==> config.mk <==
export PLATFORM = sky130hd
export DESIGN_NAME = clockVictimSel
export DESIGN_NICKNAME = d
export VERILOG_FILES = /design/src/rtl/clockSelPkg.sv /design/src/rtl/clockSelDatapath.sv /design/src/rtl/clockSelCtrl.sv /design/src/rtl/clockVictimSel.sv
export SDC_FILE = /design/constraint.sdc
export NUM_CORES = 1
export LEC_CHECK = 0
export CAP_MARGIN = 10
export CORE_MARGIN = 4
export CORE_UTILIZATION = 52
export DETAILED_ROUTE_END_ITERATION = 10
export GPL_ROUTABILITY_DRIVEN = 1
export PLACE_DENSITY_LB_ADDON = 0.3
export SETUP_SLACK_MARGIN = 0.02
export SLEW_MARGIN = 20
export SYNTH_ARGS = -nofsm -noshare
export SYNTH_HDL_FRONTEND = slang
export SYNTH_SLANG_ARGS = --single-unit
==> constraint.sdc <==
create_clock -name clk -period 1.88 [get_ports clk]
set_input_delay 0.188 -clock clk [delete_from_list [all_inputs] [get_ports clk]]
set_output_delay 0.188 -clock clk [all_outputs]
set_load 0.03 [all_outputs]
==> src/rtl/clockSelPkg.sv <==
package clockSelPkg;

  // Strobes from the sweep control to the frame state, one per sweep cycle.
  typedef struct packed {
    logic clrAcc;  // referenced frame: drop its flag
    logic incCnt;  // referenced frame: add age credit (saturating)
    logic decCnt;  // unreferenced frame with credit: spend one unit
    logic claim;   // unreferenced frame without credit: it is the victim
  } sweepCmd_t;

endpackage

==> src/rtl/clockSelDatapath.sv <==
module clockSelDatapath
  import clockSelPkg::*;
#(
  parameter int NUM_FRAMES = 8,
  parameter int CNT_W      = 2,
  parameter int IDX_W      = (NUM_FRAMES > 1) ? $clog2(NUM_FRAMES) : 1
) (
  input  logic             clk,
  input  logic             rst_n,
  input  logic             accValid,
  input  logic [IDX_W-1:0] accFrame,
  input  logic [IDX_W-1:0] hand,
  input  sweepCmd_t        cmd,
  output logic             curAcc,
  output logic             curCntZero
);

  localparam logic [CNT_W-1:0] CNT_MAX = {CNT_W{1'b1}};

  logic [NUM_FRAMES-1:0] accBits;
  logic [NUM_FRAMES-1:0] cntZero;

  for (genvar i = 0; i < NUM_FRAMES; i++) begin : gen_frame
    logic             accQ;
    logic [CNT_W-1:0] cntQ;
    logic             sel;
    logic             hit;

    assign sel = (hand == IDX_W'(i));
    assign hit = accValid && (accFrame == IDX_W'(i));

    always_ff @(posedge clk or negedge rst_n) begin
      if (!rst_n) begin
        accQ <= 1'b0;
        cntQ <= '0;
      end else if (sel && cmd.claim) begin
        // freshly loaded page: in use, no credit yet
        accQ <= 1'b1;
        cntQ <= '0;
      end else begin
        // an access wins over the sweep clearing the flag
        if (hit) begin
          accQ <= 1'b1;
        end else if (sel && cmd.clrAcc) begin
          accQ <= 1'b0;
        end
        if (sel && cmd.incCnt && (cntQ != CNT_MAX)) begin
          cntQ <= cntQ + 1'b1;
        end else if (sel && cmd.decCnt) begin
          cntQ <= cntQ - 1'b1;
        end
      end
    end

    assign accBits[i] = accQ;
    assign cntZero[i] = (cntQ == '0);
  end

  assign curAcc     = accBits[hand];
  assign curCntZero = cntZero[hand];

endmodule

==> src/rtl/clockSelCtrl.sv <==
module clockSelCtrl
  import clockSelPkg::*;
#(
  parameter int NUM_FRAMES = 8,
  parameter int IDX_W      = (NUM_FRAMES > 1) ? $clog2(NUM_FRAMES) : 1
) (
  input  logic             clk,
  input  logic             rst_n,
  input  logic             findReq,
  input  logic             curAcc,
  input  logic             curCntZero,
  output sweepCmd_t        cmd,
  output logic [IDX_W-1:0] hand,
  output logic             busy,
  output logic             victimValid
);

  localparam logic [IDX_W-1:0] LAST_FRAME = IDX_W'(NUM_FRAMES - 1);

  // decide what the hand does with the frame under it
  always_comb begin
    cmd = '0;
    if (busy) begin
      if (curAcc) begin
        cmd.clrAcc = 1'b1;
        cmd.incCnt = 1'b1;
      end else if (curCntZero) begin
        cmd.claim = 1'b1;
      end else begin
        cmd.decCnt = 1'b1;
      end
    end
  end

  always_ff @(posedge clk or negedge rst_n) begin
    if (!rst_n) begin
      busy <= 1'b0;
      hand <= '0;
    end else if (busy) begin
      hand <= (hand == LAST_FRAME) ? '0 : hand + 1'b1;
      if (cmd.claim) begin
        busy <= 1'b0;
      end
    end else if (findReq) begin
      busy <= 1'b1;
    end
  end

  assign victimValid = cmd.claim;

endmodule

==> src/rtl/clockVictimSel.sv <==
module clockVictimSel
  import clockSelPkg::*;
#(
  parameter int NUM_FRAMES = 8,
  parameter int CNT_W      = 2,
  parameter int IDX_W      = (NUM_FRAMES > 1) ? $clog2(NUM_FRAMES) : 1
) (
  input  logic             clk,
  input  logic             rst_n,
  input  logic             accValid,
  input  logic [IDX_W-1:0] accFrame,
  input  logic             findReq,
  output logic             busy,
  output logic             victimValid,
  output logic [IDX_W-1:0] victimFrame
);

  sweepCmd_t        cmd;
  logic [IDX_W-1:0] hand;
  logic             curAcc;
  logic             curCntZero;

  clockSelCtrl #(
    .NUM_FRAMES(NUM_FRAMES),
    .IDX_W     (IDX_W)
  ) u_ctrl (
    .clk        (clk),
    .rst_n      (rst_n),
    .findReq    (findReq),
    .curAcc     (curAcc),
    .curCntZero (curCntZero),
    .cmd        (cmd),
    .hand       (hand),
    .busy       (busy),
    .victimValid(victimValid)
  );

  clockSelDatapath #(
    .NUM_FRAMES(NUM_FRAMES),
    .CNT_W     (CNT_W),
    .IDX_W     (IDX_W)
  ) u_dp (
    .clk       (clk),
    .rst_n     (rst_n),
    .accValid  (accValid),
    .accFrame  (accFrame),
    .hand      (hand),
    .cmd       (cmd),
    .curAcc    (curAcc),
    .curCntZero(curCntZero)
  );

  assign victimFrame = hand;

endmodule

=== Word level (Yosys, flattened, before mapping) ===
Index checks and enable logic that the tools add are counted.
W data, S select, Z words.

* Output and inout bits: 5
* Register bits after elaboration: 28
* Input port bits: 7

* Magnitude comparators: 1
* Multiplexer cells: 61
* Add/sub/neg operators: 17
* Equal/unequal tests: 22
* Reduce and logical (&&, ||, !) cells: 74

{| class="wikitable"
|+ Operator list
! kind !! count
|-
| $mux W2 || 26
|-
| $logic_and A1 B1 Y1 || 48
|-
| $reduce_bool A3 Y1 || 16
|-
| $mux W1 || 31
|-
| $eq A3 B3 Y1 const B || 8
|-
| $add A2 B1 Y2 const B || 8
|-
| $logic_not A2 Y1 || 8
|-
| $ne A2 B2 Y1 const B || 8
|-
| $sub A2 B1 Y2 const B || 8
|-
| $eq A3 B2 Y1 const B || 4
|-
| $bmux W1 S3 || 2
|-
| $eq A3 B1 Y1 const B || 2
|-
| $logic_not A3 Y1 || 2
|-
| $lt A3 B4 Y1 const B || 1
|-
| $mux W4 || 1
|-
| $add A3 B1 Y3 const B || 1
|-
| $mux W3 || 1
|}

=== Depth between registers and ports, before layout ===
Gate-level depths: netlist of run 1.

* Word-level depth: 10
* Gate-level depth with buffers: 8
* Mapped depth without buffers: 7

=== By module ===
Synthesis of run 1 repeated with hierarchy kept, for this count alone.

* Cells, all modules: 189
* Area, all modules: 1769.2 um^2

{| class="wikitable"
|+ By module, submodules not included
! module !! instances !! cells an instance !! area each (um^2)
|-
| clockSelDatapath || 1 || 172 || 1559.0
|-
| clockSelCtrl || 1 || 17 || 210.2
|}

=== Worst setup path before layout of run 1 ===
No wires, ideal clock.

* Path kind: reg-to-output
* Start: reg u_ctrl.hand[0]
* End: out victimValid
* Cell stages (with the launch flop): 8
* Setup slack: -0.584 ns
* Arrival: 2.276 ns
* Path buffers: 3
* Required time: 1.692 ns
* Path through: dfrtp_1 buf_4 mux4_2 mux2i_4 and3_1 buf_4 buf_6 and2_1

* Cells in the longest elaborated chain, start to end: 5
* Elaborated cells on any way between the ends: 7
* Classes of those cells: mux (7)

{| class="wikitable"
|+ Ends and longest elaborated chain
! item !! RTL line !! RTL
|-
| from (decl) || clockSelCtrl.sv:13 || <nowiki>output logic [IDX_W-1:0] hand,</nowiki>
|-
| from (signal assigned) || clockSelCtrl.sv:40 || <nowiki>hand <= (hand == LAST_FRAME) ? '0 : hand + 1'b1;</nowiki>
|-
| $bmux W1 S3 || clockSelDatapath.sv:60 || <nowiki>assign curCntZero = cntZero[hand];</nowiki>
|-
| $mux W1 (not written as such) || clockSelDatapath.sv:60 ||
|-
| $mux W1 || clockSelCtrl.sv:27 || <nowiki>end else if (curCntZero) begin</nowiki>
|-
| $mux W2 (*) || clockSelCtrl.sv:24 || <nowiki>if (curAcc) begin</nowiki>
|-
| $mux W4 (*) || clockSelCtrl.sv:23 || <nowiki>if (busy) begin</nowiki>
|-
| to (decl) || clockVictimSel.sv:14 || <nowiki>output logic victimValid,</nowiki>
|}

Mark *: on every way between the ends. The rest lies on a longest branch, timed or not. The select of a mux whose other input is x is not followed.

=== Worst setup path in the final report of run 1 ===
Same ends and word-level chain as after synthesis.

==> implementation parameters, run 1 <==
Parameter                              Value

Detailed routing
  Via-to-Cell Ratio    between 6 and 7
  Post-detailed-routing wire length    roughly 5400 µm
  Post-route DRC violation count    0
  Violation count after the first detailed-routing iteration    207
  Wire per inst    just under 20 µm
  Vias    about 1800
  ANT nets after route    0
  Detailed Routing Iterations Pass 1    5

Die
  Initial cell density of the core    55.8%
  Die area    ~4300 µm²
  Height of the die    around 66 µm
  Core Region    between 3000 and 4000 µm²
  Floorplan row count    20
  Top Ports    12
  Die extent in x    approximately 66 µm

Yosys
  Post-synthesis cell type count    33
  Average footprint of a synthesized cell    roughly 9.0 µm²
  Leading post-synthesis cells by cell area    dfrtp_1, a21oi_1, ha_1
  Post-synth design cell area    1740 µm²
  Mapped Nets    roughly 210
  Most used standard cell by instance count after synthesis    dfrtp_1
  Post-synth EDFFs    0
  Primary flip-flop cell chosen by synthesis mapping    dfrtp_1
  Number of warnings reported in the yosys synthesis log    0
  Fraction of registers with async set/reset    between 90% and 100%
  Syn Inst Count    a little under 200
  Post-synthesis sequential area ratio    between 40 and 50%
  Yosys top cell by area    dfrtp_1
  FF+latch count, synth    28
  Commonest cells post-synth    dfrtp_1, a21oi_1, nand2_1, nor2_1, and2_1
  Share of the synthesized area in the top cell type    approximately 40%

Placement
  Quantity of I/O buffers inserted on ports    11
  Last weighted congestion value of the routability-driven placer    between 0.8 and 0.9
  Dpl cell area    approximately 2000 µm²
  Final HPWL from detailed placement    3120 µm

Timing
  Final period demand of the worst path    2180 ps
  Unrepaired setup endpoints after global routing    yes
  Max-slew headroom    71.2%
  Final hold violation count    0
  Slew at the pin closest to its max-slew limit    431 ps
  Final setup margin    -296 ps
  Skew final    between 1.5 and 2 ps
  Fin crit share    116%
  Final worst hold slack    approximately 200 ps
  Final Slew Violations    0
  Count of final setup violators    26
  Highest clock rate    approximately 0.46 GHz

Global routing
  Residual overflow from global routing    0
  Number of antenna violations at the first check in global routing    0
  Total GRT Usage    between 20% and 30%
  Vias in the first global route    between 1500 and 2000
  First-pass GRT wire length    about 8000 µm
  Largest net degree at the start of global routing    29

Clock tree
  CTS tree    built
  Post-CTS clock slew at the launch and capture registers of the worst setup and hold paths    150 ps
  Depth of the CTS H-tree    1
  Clock tree buffer depth    2
  Worst skew pair latency    approximately 330 ps
  Clock Sink Count    28
  Master cell of the clock root buffer    clkbuf_4
  Quantity of hold-fixing buffers added after cts    0
  Number of CTS-inserted buffers    3

Min path
  Path class of the lowest-slack min-delay path    primary input to asynchronous set/reset pin

Final layout
  Share of cells above drive strength 1    34.9%
  Final antenna diode count    0
  Synth-to-Final Area Change    42.2%
  Final-layout fill cell count    ~180
  Fin nets    ~240
  Final design instance area without fill    2480 µm²

Status
  Violated checks    negative setup slack
  Outcome    finished, violations left

Setup path
  Register-to-register setup slack    -200 ps
  Worst setup path startpoint    u_ctrl.hand[0]
  Destination of the worst register-to-register timing path    u_dp.gen_frame[0].accQ
  Critical path fanouts, max    4
  Critical path capture point    victimValid
  Number of cells on the worst reg-to-reg path    8
  Nature of the critical path endpoint    primary output
  Startpoint type of the worst setup path    register
  Path type of the worst setup path    register to primary output
  Source of the worst register-to-register timing path    u_ctrl.hand[2]
  Arrival time worst endpoint    roughly 2000 ps
  Required arrival time at the worst endpoint    between 1500 and 2000 ps

Job
  Max capacitance violation total    0
layout by cell type, fill, tap and decap left out, types with 3 or more instances in the layout:
master / n
clkbuf_4: 3
and2_1: 9
dfrtp_1: 21
nand2_1: 17
o31ai_4: 6
o21ai_1: 5
dlymetal6s2s_1: 3
nand2b_1: 9
a211oi_2: 5
a2111oi_4: 3
dfrtp_2: 7
ha_1: 6
a31oi_1: 3
buf_6: 10
clkdlybuf4s50_1: 7
o21ai_0: 7
buf_4: 17
nor3_1: 4
and3_1: 3
a21oi_1: 14
nand3_1: 8
a21oi_2: 3
nor2_1: 15
a221o_1: 6
how the worst min path moves through the flow:
stage	from	endpoint	slack, ps	cells past startpoint
after global placement	u_dp.gen_frame[6].accQ	u_dp.gen_frame[6].accQ	500	1
after CTS	rst_n	u_dp.gen_frame[4].cntQ[0]	220	2
final	rst_n	u_dp.gen_frame[1].cntQ[1]	200	2
after global routing	rst_n	u_dp.gen_frame[6].cntQ[0]	210	2
after detailed placement	u_dp.gen_frame[1].accQ	u_dp.gen_frame[1].accQ	500	1
after floorplan	rst_n	u_ctrl.busy	-110	0
kinds of logic (layout without fill, tap and decap cells):
family                     Yosys count  in the layout  synth area share (%)
buffers and inverters               14             47                  4.59
DFF                                 28             28                  40.2
and+or+nand+nor                     78             78                  22.1
adders and majority gates            6              6                  4.30
muxes                                6              8                  5.67
AOI/OAI and AO/OA                   62             62                  23.2
through the flow:
stage	instances	worst slack (ps)	TNS, ps	utilization, %
floorplan	194	-333	-3430	-
global placement	254	-60.8	-490	63.2
detailed placement	254	-65.5	-728	63.2
CTS	265	-248	-2380	70.7
global route	273	-427	-6270	79.3
finish	273	-296	-4080	79.3
final cells by class:
cell class | count | area, µm² | share of cell area, %
repair buffers | 41 | 428 | 17.3
multi-input cells | 154 | 1250 | 50.6
flip-flops and latches | 28 | 709 | 28.6
well taps | 44 | 55.1 | 2.22
inverters | 3 | 11.3 | 0.454
clock buffers | 3 | 22.5 | 0.908
state kept, by name, summed over array words and instances (netlist names):
signal,cells
u_ctrl.busy,1
u_ctrl.hand,3
u_dp.gen_frame.accQ,8
u_dp.gen_frame.cntQ,16
layer usage:
metal	track usage (%)	routed length [µm]	share of wire [%]
met4	9.33	174	3.2
met5	0	0	0
met1	30.4	2230	41
met2	42.3	2660	49
met3	3.74	355	6.5
worst max-delay path, stage by stage, from the launching register on:
cell and delay, ps:
dfrtp_2 450, mux4_2 570, mux2i_4 160, and3_4 210
and2_4 140, buf_6 120
repair_timing:
item | CTS | global route
pin swaps | 8 | 8
cloned | 0 | 3
setup endpoints to repair | 22 | 29
setup buffers | 8 | 7
resized for setup | 33 | 41
Power of run 1 is not shown: default switching activity piles up to over one toggle a cycle in this logic, so the estimate is an artifact.
==> run 2, diff against run 1 <==
--- a/config.mk
+++ b/config.mk
@@ -6,7 +6,7 @@
 export NUM_CORES = 1
 export LEC_CHECK = 0
 export CAP_MARGIN = 10
-export CORE_MARGIN = 4
+export CORE_MARGIN = 1.5
 export CORE_UTILIZATION = 52
 export DETAILED_ROUTE_END_ITERATION = 10
 export GPL_ROUTABILITY_DRIVEN = 1
==> run 2 against run 1 <==
Compared with the run above:
- the run still ends with negative setup slack left
- clock-buffer cell count rose by 1
- highest routed layer unchanged
- flip-flop and latch count unchanged
- worst hold slack got worse by 9.4 ps
- critical endpoint unchanged
- first-iteration DRC count fell by 35%
- largest cell class unchanged
==> implementation parameters, run 2 (synthesis results as in run 1) <==
Parameter                              Value

Global routing
  Total GRT Usage    28.3% (+3.9 points)
  GR Layer Usage met3    4.26% (+0.52 points)
  First-pass GRT wire length    7750 µm (-5.7%)
  Vias in the first global route    1660 (-7.4%)
  Largest net degree at the start of global routing    29 (unchanged)
  Met1 routing resource usage after global routing    35.9% (+5.5 points)
  Met2 track demand over resource    48.8% (+6.5 points)
  Global-route layer with the greatest usage    met2
  Number of antenna violations at the first check in global routing    0 (unchanged)
  Residual overflow from global routing    0 (unchanged)

Clock tree
  Clock Sink Count    28 (unchanged)
  Worst skew pair latency    350 ps (+20 ps)
  Clock tree buffer depth    2 (unchanged)
  Post-CTS clock slew at the launch and capture registers of the worst setup and hold paths    170 ps (+20 ps)
  Quantity of hold-fixing buffers added after cts    0 (unchanged)
  Number of CTS-inserted buffers    3 (unchanged)
  CTS tree    built
  Depth of the CTS H-tree    1 (unchanged)
  Master cell of the clock root buffer    clkbuf_4

Timing
  Skew final    7.39 ps (+5.47 ps)
  Max-slew headroom    68.2% (-3.0 points)
  Highest clock rate    0.432 GHz (-6.0%)
  Unrepaired setup endpoints after global routing    yes
  Final Slew Violations    0 (unchanged)
  Count of final setup violators    26 (unchanged)
  Final-layout setup total negative slack    -5670 ps (-1580 ps)
  Final setup margin    -436 ps (-139 ps)
  Final hold violation count    0 (unchanged)
  Final period demand of the worst path    2320 ps (+139 ps)
  Fin crit share    123% (+7.4 points)
  Slew at the pin closest to its max-slew limit    476 ps (+45.1 ps)

Setup path
  Critical path capture point    victimValid
  Critical path fanouts, max    4 (unchanged)
  Startpoint type of the worst setup path    register
  Nature of the critical path endpoint    primary output
  Source of the worst register-to-register timing path    u_ctrl.hand[0]
  Destination of the worst register-to-register timing path    u_dp.gen_frame[0].cntQ[1]
  Number of cells on the worst reg-to-reg path    9 (+1)
  Worst setup path startpoint    u_ctrl.hand[0]
  Required arrival time at the worst endpoint    1690 ps (about the same)
  Path type of the worst setup path    register to primary output
  Register-to-register setup slack    -290 ps (-90 ps)
  Arrival time worst endpoint    2130 ps (+140 ps)

Detailed routing
  Wire per inst    17.7 µm (-11%)
  Violation count after the first detailed-routing iteration    135 (-35%)
  Via-to-Cell Ratio    6.32 (-4.6%)
  Post-route DRC violation count    0 (unchanged)
  Vias    1687 (-6.7%)
  Detailed Routing Iterations Pass 1    4 (-1)
  Post-detailed-routing wire length    4730 µm (-13%)
  ANT nets after route    0 (unchanged)

Final layout
  Largest registers    u_dp.gen_frame.cntQ x16, u_dp.gen_frame.accQ x8, u_ctrl.hand x3
  Final design instance area without fill    2160 µm² (-13%)
  Synth-to-Final Area Change    23.7%
  Layout Cells excl Fill    267 (-2.2%)
  Final antenna diode count    0 (unchanged)
  Share of cells above drive strength 1    20.6% (-14 points)
  Top reg by flops    u_dp.gen_frame.cntQ
  Sequential cell area in the final layout    704 µm² (-0.71%)
  Number of flip-flops under the largest register name    16 (unchanged)
  Fin nets    237 (-2.9%)
  Most common cell after layout, fill and taps aside    dfrtp_1
  Final-layout fill cell count    241 (+33%)
  Area of the multi-input gates    1000 µm² (-20%)
  Commonest non-fill, non-tap cells in the layout    dfrtp_1, buf_4, nor2_1, a21oi_1, nand2_1

Placement
  DP Cell Count    255 (+0.39%)
  Last weighted congestion value of the routability-driven placer    0.875 (+0.53%)
  Quantity of I/O buffers inserted on ports    11 (unchanged)
  Dpl cell area    1970 µm² (-0.25%)
  Final HPWL from detailed placement    3050 µm (-2.2%)

Job
  Max capacitance violation total    0 (unchanged)

Die
  Die area    3710 µm² (-15%)
  Die extent in x    60.9 µm (-7.6%)
  Initial cell density of the core    55.8% (unchanged)
  Height of the die    60.9 µm (-7.6%)
  Top Ports    12 (unchanged)
  Floorplan row count    20 (unchanged)
  Core Region    3130 µm² (unchanged)

Status
  Violated checks    negative setup slack
  Outcome    finished, violations left

Min path
  Path class of the lowest-slack min-delay path    primary input to asynchronous set/reset pin
==> run 2: cell types whose count changed in the layout (fill, tap and decap cells not counted), moves of 4 or more <==
cell,previous run,this run
o31ai_1,0,8
buf_4,17,21
dfrtp_2,7,3
a211oi_2,5,1
o21ai_1,5,11
a211oi_1,1,5
dfrtp_1,21,25
o21ai_0,7,2
buf_6,10,2
o31ai_4,6,0
==> run 2: worst min-delay path by stage <==
stage / from / endpoint / slack, ps / cells past startpoint
floorplan: rst_n / u_ctrl.busy / -110 / 0
global placement: u_dp.gen_frame[4].accQ / u_dp.gen_frame[4].accQ / 500 / 1
detailed placement: u_dp.gen_frame[0].accQ / u_dp.gen_frame[0].accQ / 500 / 1
CTS: rst_n / u_dp.gen_frame[5].cntQ[0] / 210 / 2
global route: rst_n / u_dp.gen_frame[5].cntQ[0] / 240 / 2
finish: rst_n / u_dp.gen_frame[4].cntQ[1] / 190 / 2
==> run 2: what timing repair did <==
item	in CTS	in global routing
setup endpoints to repair	26	28
gates cloned	1	0
pin swaps	1	2
gates resized for setup	10	12
buffers inserted	2	5
==> run 2: stage by stage <==
stage          utilization [%]  setup slack [ps]  hold WS (ps)
4_1_cts                   66.6              -293           215
3_5_place_dp              63.0             -87.1           500
3_3_place_gp              63.0             -32.3           500
5_1_grt                   69.0              -455           239
2_1_floorplan                -              -333          -108
6_report                  69.0              -436           192
==> run 2: layer usage <==
| metal | up-vias | part of all wire [%] |
|---|---|---|
| met3 | 13 | 7.2 |
| met5 | - | 0 |
| met4 | 0 | 2.3 |
| met2 | 92 | 50 |
| met1 | 813 | 41 |
| li1 | 769 | - |
==> run 2: final cells by class <==
cell class | count | share of cell area, %
clock buffer | 4 | 1.68
inverter | 3 | 0.522
multi-input combinational | 152 | 46.5
sequential | 28 | 32.6
tap | 44 | 2.55
timing repair buffer | 36 | 16.1
==> run 2: worst max-delay path, cell delays in order, from the launching register on <==
cell and delay (ps):
dfrtp_2 470, buf_4 170, nor3_2 130, a2111oi_2 70, nor4_1 400, and3_4 270, and2_4 150, buf_6 120
Power of run 2 is left out for the same reason.
